[config.mk]
export PLATFORM = sky130hd
export DESIGN_NAME = aud_sclk_gen
export DESIGN_NICKNAME = d
export VERILOG_FILES = /design/src/rtl/aud_sclk_pkg.sv /design/src/rtl/aud_clk_div.sv /design/src/rtl/aud_edge_sync.sv /design/src/rtl/aud_frame_seq.sv /design/src/rtl/aud_sclk_gen.sv
export SDC_FILE = /design/constraint.sdc
export NUM_CORES = 1
export LEC_CHECK = 0
export BUFFER_PORTS_ARGS = -buffer_cell sky130_fd_sc_hd__buf_2
export CAP_MARGIN = 5
export CELL_PAD_IN_SITES_DETAIL_PLACEMENT = 1
export CELL_PAD_IN_SITES_GLOBAL_PLACEMENT = 2
export CORE_UTILIZATION = 40
export CTS_BUF_LIST = sky130_fd_sc_hd__clkbuf_4 sky130_fd_sc_hd__clkbuf_8
export CTS_CLUSTER_DIAMETER = 80
export DETAILED_ROUTE_END_ITERATION = 10
export PLACE_DENSITY = 0.92
export SETUP_SLACK_MARGIN = 0.05
export SLEW_MARGIN = 20
export SYNTH_ARGS = -nofsm -noshare
export SYNTH_HDL_FRONTEND = slang
export SYNTH_HIERARCHICAL = 1
export SYNTH_SLANG_ARGS = --single-unit
[constraint.sdc]
create_clock -name clk -period 4.1 [get_ports clk]
set_clock_uncertainty 0.05 [all_clocks]
set_input_delay 0.205 -clock clk [delete_from_list [all_inputs] [get_ports clk]]
set_output_delay 0.205 -clock clk [all_outputs]
set_load 0.1 [all_outputs]
[src/rtl/aud_sclk_pkg.sv]
package aud_sclk_pkg;

   localparam int WL_CODE_W = 3;
   localparam int WORD_CW   = 5;

   typedef enum logic {BSRC_EXT = 1'b0, BSRC_INT = 1'b1} bsrc_e;

   // word-length code to (ratio - 1): 8,10,12,16,18,20,22,24
   function automatic logic [WORD_CW-1:0] wl_ratio_m1(input logic [WL_CODE_W-1:0] code);
      logic [WORD_CW-1:0] c5;
      c5 = WORD_CW'(code);
      if (code < WL_CODE_W'(3))
         return WORD_CW'(7) + (c5 << 1);
      else
         return WORD_CW'(9) + (c5 << 1);
   endfunction

endpackage

[src/rtl/aud_clk_div.sv]
module aud_clk_div #(
   parameter int CW = 8
) (
   input  logic          clk,
   input  logic          rst_n,
   input  logic          clr,
   input  logic          in_en,
   input  logic          lvl_i,
   input  logic [CW-1:0] ratio_m1,
   output logic          tick_o,
   output logic          lvl_o
);
   localparam int RW = CW + 1;

   generate
      if (CW < 1) begin : g_bad_cw
         $error("aud_clk_div: CW must be at least 1");
      end
   endgenerate

   logic [CW-1:0] cnt_q;
   logic [CW-1:0] cnt_nx;
   logic          lvl_q;
   logic [RW-1:0] ratio_w;
   logic [RW-1:0] half_w;

   always_comb begin
      ratio_w = {1'b0, ratio_m1} + RW'(1);
      // even ratio: half period high; odd ratio: one input period high
      half_w  = ratio_m1[0] ? (ratio_w >> 1) : RW'(1);
      tick_o  = in_en & (cnt_q == ratio_m1);
      cnt_nx  = tick_o ? '0 : cnt_q + CW'(1);
   end

   always_ff @(posedge clk or negedge rst_n) begin
      if (!rst_n) begin
         cnt_q <= '0;
         lvl_q <= 1'b0;
      end else if (clr) begin
         cnt_q <= '0;
         lvl_q <= 1'b0;
      end else if (in_en) begin
         cnt_q <= cnt_nx;
         if (tick_o)
            lvl_q <= 1'b1;
         else if ({1'b0, cnt_nx} == half_w)
            lvl_q <= 1'b0;
      end
   end

   // unity ratio passes the input clock through
   assign lvl_o = (ratio_m1 == '0) ? lvl_i : lvl_q;

   // counter never leaves its ratio window
   a_r6_cnt_in_range: assert property (@(posedge clk) disable iff (!rst_n)
      cnt_q <= ratio_m1);

   // level only moves on an enabled input cycle or a clear
   a_r10_lvl_needs_en: assert property (@(posedge clk) disable iff (!rst_n)
      !$stable(lvl_q) |-> $past(in_en || clr));

endmodule

[src/rtl/aud_edge_sync.sv]
module aud_edge_sync #(
   parameter int STAGES = 2
) (
   input  logic clk,
   input  logic rst_n,
   input  logic d_i,
   output logic rise_o
);
   generate
      if (STAGES < 2) begin : g_bad_stages
         $error("aud_edge_sync: STAGES must be at least 2");
      end
   endgenerate

   logic [STAGES-1:0] sync_q;
   logic              last_q;

   always_ff @(posedge clk or negedge rst_n) begin
      if (!rst_n) begin
         sync_q <= '0;
         last_q <= 1'b0;
      end else begin
         sync_q <= {sync_q[STAGES-2:0], d_i};
         last_q <= sync_q[STAGES-1];
      end
   end

   assign rise_o = sync_q[STAGES-1] & ~last_q;

   // a detected edge lasts exactly one system cycle
   a_r9_rise_single: assert property (@(posedge clk) disable iff (!rst_n)
      rise_o |=> !rise_o);

endmodule

[src/rtl/aud_frame_seq.sv]
module aud_frame_seq
   import aud_sclk_pkg::*;
#(
   parameter int FR_W = 5
) (
   input  logic                 clk,
   input  logic                 rst_n,
   input  logic                 clr,
   input  logic                 bit_en,
   input  logic [WL_CODE_W-1:0] wl_code,
   input  logic [FR_W-1:0]      fr_m1,
   output logic                 wclk_o,
   output logic                 fsync_o
);
   logic               word_tick;
   logic               frame_tick;
   logic               frm_lvl;
   logic               fsync_q;
   logic [WORD_CW-1:0] word_m1;

   assign word_m1 = wl_ratio_m1(wl_code);

   aud_clk_div #(.CW(WORD_CW)) u_word_div (
      .clk      (clk),
      .rst_n    (rst_n),
      .clr      (clr),
      .in_en    (bit_en),
      .lvl_i    (1'b0),
      .ratio_m1 (word_m1),
      .tick_o   (word_tick),
      .lvl_o    (wclk_o)
   );

   aud_clk_div #(.CW(FR_W)) u_frame_div (
      .clk      (clk),
      .rst_n    (rst_n),
      .clr      (clr),
      .in_en    (word_tick),
      .lvl_i    (wclk_o),
      .ratio_m1 (fr_m1),
      .tick_o   (frame_tick),
      .lvl_o    (frm_lvl)
   );

   // set at the frame boundary, dropped at the following bit
   always_ff @(posedge clk or negedge rst_n) begin
      if (!rst_n)
         fsync_q <= 1'b0;
      else if (clr)
         fsync_q <= 1'b0;
      else if (bit_en)
         fsync_q <= frame_tick;
   end

   assign fsync_o = fsync_q;

   // frame sync starts together with a word
   a_r7_fsync_with_word: assert property (@(posedge clk) disable iff (!rst_n)
      $rose(fsync_q) |-> $rose(wclk_o));

   // frame clock only rises at a frame boundary
   a_r3_frame_rise_sync: assert property (@(posedge clk) disable iff (!rst_n)
      $rose(frm_lvl) |-> fsync_q);

   // configuration write leaves word clock and frame sync low
   a_r8_clear_state: assert property (@(posedge clk) disable iff (!rst_n)
      clr |=> (!fsync_q && !wclk_o));

endmodule

[src/rtl/aud_sclk_gen.sv]
module aud_sclk_gen
   import aud_sclk_pkg::*;
#(
   parameter int PM_W        = 8,
   parameter int FR_W        = 5,
   parameter int PRE_RATIO   = 8,
   parameter int SYNC_STAGES = 2
) (
   input  logic                 clk,
   input  logic                 rst_n,
   input  logic                 clk_en,
   input  logic                 cfg_wr,
   input  logic                 cfg_half,
   input  logic                 cfg_pre,
   input  logic [PM_W-1:0]      cfg_pm,
   input  logic [WL_CODE_W-1:0] cfg_wl,
   input  logic [FR_W-1:0]      cfg_fr,
   input  logic                 cfg_dir,
   input  logic                 cfg_mce,
   input  logic                 ext_bclk,
   output logic                 bclk_out,
   output logic                 bclk_oe,
   output logic                 mclk_out,
   output logic                 wclk_out,
   output logic                 fsync_out
);
   localparam int PRE_CW = (PRE_RATIO > 2) ? $clog2(PRE_RATIO) : 1;

   generate
      if (PRE_RATIO < 2) begin : g_bad_pre
         $error("aud_sclk_gen: PRE_RATIO must be at least 2");
      end
      if (PM_W < 1 || PM_W > 16) begin : g_bad_pm
         $error("aud_sclk_gen: PM_W out of range");
      end
      if (FR_W < 1 || FR_W > 8) begin : g_bad_fr
         $error("aud_sclk_gen: FR_W out of range");
      end
   endgenerate

   // configuration register
   logic                 half_q;
   logic                 pre_q;
   logic [PM_W-1:0]      pm_q;
   logic [WL_CODE_W-1:0] wl_q;
   logic [FR_W-1:0]      fr_q;
   bsrc_e                src_q;
   logic                 mce_q;

   always_ff @(posedge clk or negedge rst_n) begin
      if (!rst_n) begin
         half_q <= 1'b0;
         pre_q  <= 1'b0;
         pm_q   <= '0;
         wl_q   <= '0;
         fr_q   <= '0;
         src_q  <= BSRC_EXT;
         mce_q  <= 1'b0;
      end else if (cfg_wr) begin
         half_q <= cfg_half;
         pre_q  <= cfg_pre;
         pm_q   <= cfg_pm;
         wl_q   <= cfg_wl;
         fr_q   <= cfg_fr;
         src_q  <= cfg_dir ? BSRC_INT : BSRC_EXT;
         mce_q  <= cfg_mce;
      end
   end

   // bit-clock cascade
   logic              half_tick, half_lvl;
   logic              pre_tick,  pre_lvl;
   logic              int_tick,  int_lvl;
   logic [0:0]        half_m1;
   logic [PRE_CW-1:0] pre_m1;

   assign half_m1 = half_q ? 1'b1 : 1'b0;
   assign pre_m1  = pre_q ? PRE_CW'(PRE_RATIO - 1) : '0;

   aud_clk_div #(.CW(1)) u_half_div (
      .clk      (clk),
      .rst_n    (rst_n),
      .clr      (cfg_wr),
      .in_en    (clk_en),
      .lvl_i    (clk_en),
      .ratio_m1 (half_m1),
      .tick_o   (half_tick),
      .lvl_o    (half_lvl)
   );

   aud_clk_div #(.CW(PRE_CW)) u_pre_div (
      .clk      (clk),
      .rst_n    (rst_n),
      .clr      (cfg_wr),
      .in_en    (half_tick),
      .lvl_i    (half_lvl),
      .ratio_m1 (pre_m1),
      .tick_o   (pre_tick),
      .lvl_o    (pre_lvl)
   );

   aud_clk_div #(.CW(PM_W)) u_mod_div (
      .clk      (clk),
      .rst_n    (rst_n),
      .clr      (cfg_wr),
      .in_en    (pre_tick),
      .lvl_i    (pre_lvl),
      .ratio_m1 (pm_q),
      .tick_o   (int_tick),
      .lvl_o    (int_lvl)
   );

   // external bit-clock edge detection
   logic ext_rise;

   aud_edge_sync #(.STAGES(SYNC_STAGES)) u_ext_sync (
      .clk    (clk),
      .rst_n  (rst_n),
      .d_i    (ext_bclk),
      .rise_o (ext_rise)
   );

   logic bit_en;
   assign bit_en = (src_q == BSRC_INT) ? int_tick : ext_rise;

   aud_frame_seq #(.FR_W(FR_W)) u_frame_seq (
      .clk     (clk),
      .rst_n   (rst_n),
      .clr     (cfg_wr),
      .bit_en  (bit_en),
      .wl_code (wl_q),
      .fr_m1   (fr_q),
      .wclk_o  (wclk_out),
      .fsync_o (fsync_out)
   );

   assign bclk_oe  = (src_q == BSRC_INT);
   assign bclk_out = (src_q == BSRC_INT) & int_lvl;
   assign mclk_out = mce_q & int_lvl;

   // external source never drives the pin
   a_r4_ext_undriven: assert property (@(posedge clk) disable iff (!rst_n)
      (src_q == BSRC_EXT) |-> (!bclk_oe && !bclk_out));

   // master clock silent while disabled
   a_r5_mclk_gated: assert property (@(posedge clk) disable iff (!rst_n)
      !mce_q |-> !mclk_out);

endmodule

==> impl_metrics.prom <==
# TYPE chip_impl_metric gauge
chip_impl_info{name="timing.setup.critical_path_class",value="reg2reg"} 1
chip_impl_metric{name="critical_path.n_buffers_inverters",unit=""} 6
chip_impl_metric{name="post_synth_instance_area",unit="sq um"} 3460
chip_impl_metric{name="cp_data_required_time",unit="ns"} 4.28
chip_impl_metric{name="postCtsSetupBuffers",unit=""} 0
chip_impl_metric{name="critical_path_arrival",unit="ns"} 3.55
chip_impl_metric{name="clkLatencyLatePin",unit="ns"} 0.31
chip_impl_metric{name="final-hold-violation-count",unit=""} 0
chip_impl_metric{name="fin_tns_setup",unit="ns"} 0
chip_impl_metric{name="num_antenna_cells",unit=""} 0
chip_impl_metric{name="cts_inserted_buffers",unit=""} 5
chip_impl_info{name="cts_tree",value="done"} 1
chip_impl_metric{name="gr-total-overflow",unit=""} 0
chip_impl_metric{name="post-route-drc-count",unit=""} 0
chip_impl_metric{name="clkSinkCount",unit=""} 50
chip_impl_metric{name="placed_cells",unit=""} 472
chip_impl_metric{name="max-vdd-ir-drop",unit="V"} 0.000160
chip_impl_info{name="worst_hold_path_type",value="in2reg"} 1
chip_impl_metric{name="combinationalPowerShare",unit="%"} 19.7
chip_impl_metric{name="dr_vias_cell",unit=""} 5.44
chip_impl_metric{name="die_area",unit="sq um"} 9020
chip_impl_metric{name="fin_cells",unit=""} 482
chip_impl_metric{name="coreArea",unit="sq um"} 8300
chip_impl_metric{name="io-pin-count",unit=""} 30
chip_impl_metric{name="detailroute.via_count",unit=""} 2623
chip_impl_metric{name="finalWeightedCongestion",unit=""} 0.830
chip_impl_metric{name="power.density_cell_area",unit="nW/um^2"} 308
chip_impl_metric{name="total_nets_final",unit=""} 406
chip_impl_metric{name="io_buffers",unit=""} 29
chip_impl_metric{name="post_route_cells_drive_above_1_share",unit="%"} 22.8
chip_impl_metric{name="p_leak",unit="nW"} 1.59
chip_impl_info{name="worst_setup_path_start_kind",value="register"} 1
chip_impl_metric{name="max_slew.worst_pin.slew",unit="ns"} 0.851
chip_impl_metric{name="report.final.setup_viol",unit=""} 0
chip_impl_metric{name="std_cell_rows",unit=""} 33
chip_impl_metric{name="proportion_of_total_power_due_to_net_switching",unit="%"} 29.6
chip_impl_metric{name="drv_cap",unit=""} 0
chip_impl_metric{name="groute.usage.overall",unit="%"} 18.7
chip_impl_metric{name="regArea",unit="sq um"} 1250
chip_impl_metric{name="clockBufferDepth",unit=""} 2
chip_impl_metric{name="first_pass_iters",unit=""} 4
chip_impl_metric{name="vias_in_the_first_global_route",unit=""} 2650
chip_impl_metric{name="mapped_cells",unit=""} 355
chip_impl_metric{name="seq_power_share",unit="%"} 48.9
chip_impl_metric{name="yosys_warnings",unit=""} 6
chip_impl_metric{name="antenna_found_initial",unit=""} 0
chip_impl_metric{name="filler_cell_count",unit=""} 962
chip_impl_info{name="worst_path_most_repeated_cell",value="inv_1"} 1
chip_impl_metric{name="internal_power",unit="mW"} 0.813
chip_impl_metric{name="detailedPlacementHpwl",unit="microns"} 5720
chip_impl_metric{name="max-slew-margin-rel",unit="%"} 42.6
chip_impl_metric{name="cts.htree.levels",unit=""} 2
chip_impl_metric{name="synthesized_net_count",unit=""} 385
chip_impl_metric{name="fp.dieH",unit="microns"} 95.0
chip_impl_metric{name="post-route-min-period",unit="ns"} 3.37
chip_impl_metric{name="total_switching_power",unit="mW"} 0.343
chip_impl_metric{name="crit_fanout",unit=""} 10
chip_impl_metric{name="route.final.wire_length",unit="microns"} 7580
chip_impl_metric{name="syn2layout_area_growth",unit="%"} 8.69
chip_impl_metric{name="grt_first_pass_wirelength",unit="microns"} 13000
chip_impl_metric{name="grt_start_max_net_pins",unit=""} 51
chip_impl_info{name="ctsRootBufferMaster",value="clkbuf_8"} 1
chip_impl_metric{name="routed_wire_length_per_instance",unit="microns"} 15.7
chip_impl_metric{name="clkSlewWorstSetupHoldPaths",unit="ns"} 0.10
chip_impl_info{name="critical-path-top-delay-family",value="simple AND/OR/NAND/NOR gates"} 1
chip_impl_metric{name="fp.dieW",unit="microns"} 95.0
chip_impl_info{name="slowest_stage",value="dfrtp_1"} 1
chip_impl_info{name="grt_setup_unrepaired",value="no"} 1
chip_impl_info{name="crit_path_end_kind",value="register"} 1
chip_impl_info{name="run_status",value="completed"} 1
chip_impl_metric{name="clock_power_share",unit="%"} 31.4
chip_impl_metric{name="final_antenna_net_count",unit=""} 0
chip_impl_metric{name="multiInputGateArea",unit="sq um"} 2010
chip_impl_metric{name="drt_first_iter_violations",unit=""} 88
chip_impl_metric{name="period_share",unit="%"} 82.2
chip_impl_metric{name="fmax",unit="MHz"} 297
chip_impl_metric{name="crit_path_max_incr_delay",unit="ns"} 0.42
chip_impl_metric{name="postSynthAreaPerCell",unit="sq um"} 9.74
chip_impl_info{name="timing.critical_path.cells",value="nand2b_1 > and3_1 > nand4_1 > inv_1 > inv_1 > nor4_2 > buf_4 > mux2_2 > inv_1 > nor3_1 > buf_4 > inv_1 > nor2_1 > o21ai_0 > o22ai_1 > o2bb2ai_1"} 1
chip_impl_metric{name="timing.final.max_slew_violations",unit=""} 0
chip_impl_metric{name="initial_standard_cell_utilization_of_the_core",unit="%"} 41.7
-- state kept, by name, indices dropped and copies added (netlist names), 2 cells and up --
register and cells:
wl_q 3, u_frame_seq/u_word_div/cnt_q 5, u_frame_seq/u_frame_div/cnt_q 5, u_pre_div/cnt_q 3, pm_q 8, u_ext_sync/sync_q 2, fr_q 5, u_mod_div/cnt_q 8
-- worst register-to-register path: cells and delay by family, from the launching register on --
family                 cells  cell delay (ns)
DFF                        1             0.42
AOI/OAI and AO/OA          3             0.56
buffers and inverters      6             0.85
and+or+nand+nor            6             1.18
muxes                      1             0.21
-- layer usage --
layer	routed length [microns]	track usage (%)
met2	3760	32.3
met4	72	4.55
met5	0	0
met3	155	2.74
met1	3590	24.7
-- final cells by class --
type	instances	area share, %
Sequential cell	50	33.3
Clock buffer	5	1.83
Inverter	13	1.30
Timing Repair Buffer	36	5.39
Multi-Input combinational cell	270	53.5
Clock inverter	3	1.17
Tap cell	105	3.50
-- power by group through the flow --
stage	logic, mW	registers [mW]	clock network, mW
2_1_floorplan	0.192	0.559	0
3_3_place_gp	0.220	0.574	0
3_5_place_dp	0.229	0.576	0
4_1_cts	0.231	0.567	0.374
5_1_grt	0.254	0.572	0.391
6_report	0.228	0.566	0.363
-- worst paths after layout --
check	from	endpoint	slack (ns)	cells after the start
worst min register to register	u_ext_sync/sync_q[0]$_DFF_PN0_	u_ext_sync/sync_q[1]$_DFF_PN0_	0.34	0
worst max-delay path	half_q$_DFFE_PN0P_	u_frame_seq/u_frame_div/cnt_q[2]$_DFFE_PN0P_	0.73	16
min in group asynchronous	rst_n	u_mod_div/cnt_q[4]$_DFFE_PN0P_	0.48	3
worst min-delay path	cfg_pm[5]	pm_q[5]$_DFFE_PN0P_	0.06	2
worst max register to register	half_q$_DFFE_PN0P_	u_frame_seq/u_frame_div/cnt_q[2]$_DFFE_PN0P_	0.73	16
max in group asynchronous	rst_n	u_frame_seq/u_frame_div/cnt_q[1]$_DFFE_PN0P_	3.10	3
-- metrics by stage --
step           cell area [sq um]  hold slack [ns]  setup WS [ns]  power [mW]  util, %
6_report                    3760           0.0608          0.732        1.16     45.3
5_1_grt                     3760           0.0495          0.307        1.22     45.3
4_1_cts                     3760           0.0525          0.684        1.17     45.3
3_5_place_dp                3620            0.270          0.752       0.805     43.7
3_3_place_gp                3620            0.264          0.978       0.794     43.7
2_1_floorplan               3460           -0.141          0.886       0.751        -
-- cell usage in the layout (no fill, tap or decap), types with 13 or more instances in the layout --
| cell type | n |
|---|---|
| a21oi_1 | 18 |
| buf_2 | 29 |
| dfrtp_1 | 50 |
| inv_1 | 13 |
| mux2_4 | 20 |
| nand2_1 | 26 |
| nand3_1 | 14 |
| nor2_1 | 18 |
| o21ai_0 | 27 |
| xnor2_1 | 28 |
-- timing repair --
action                    CTS  global route
gates resized for setup     0             0
hold buffers                2             0
hold endpoints to repair   51             0
Power figures use the tool's default switching activity.
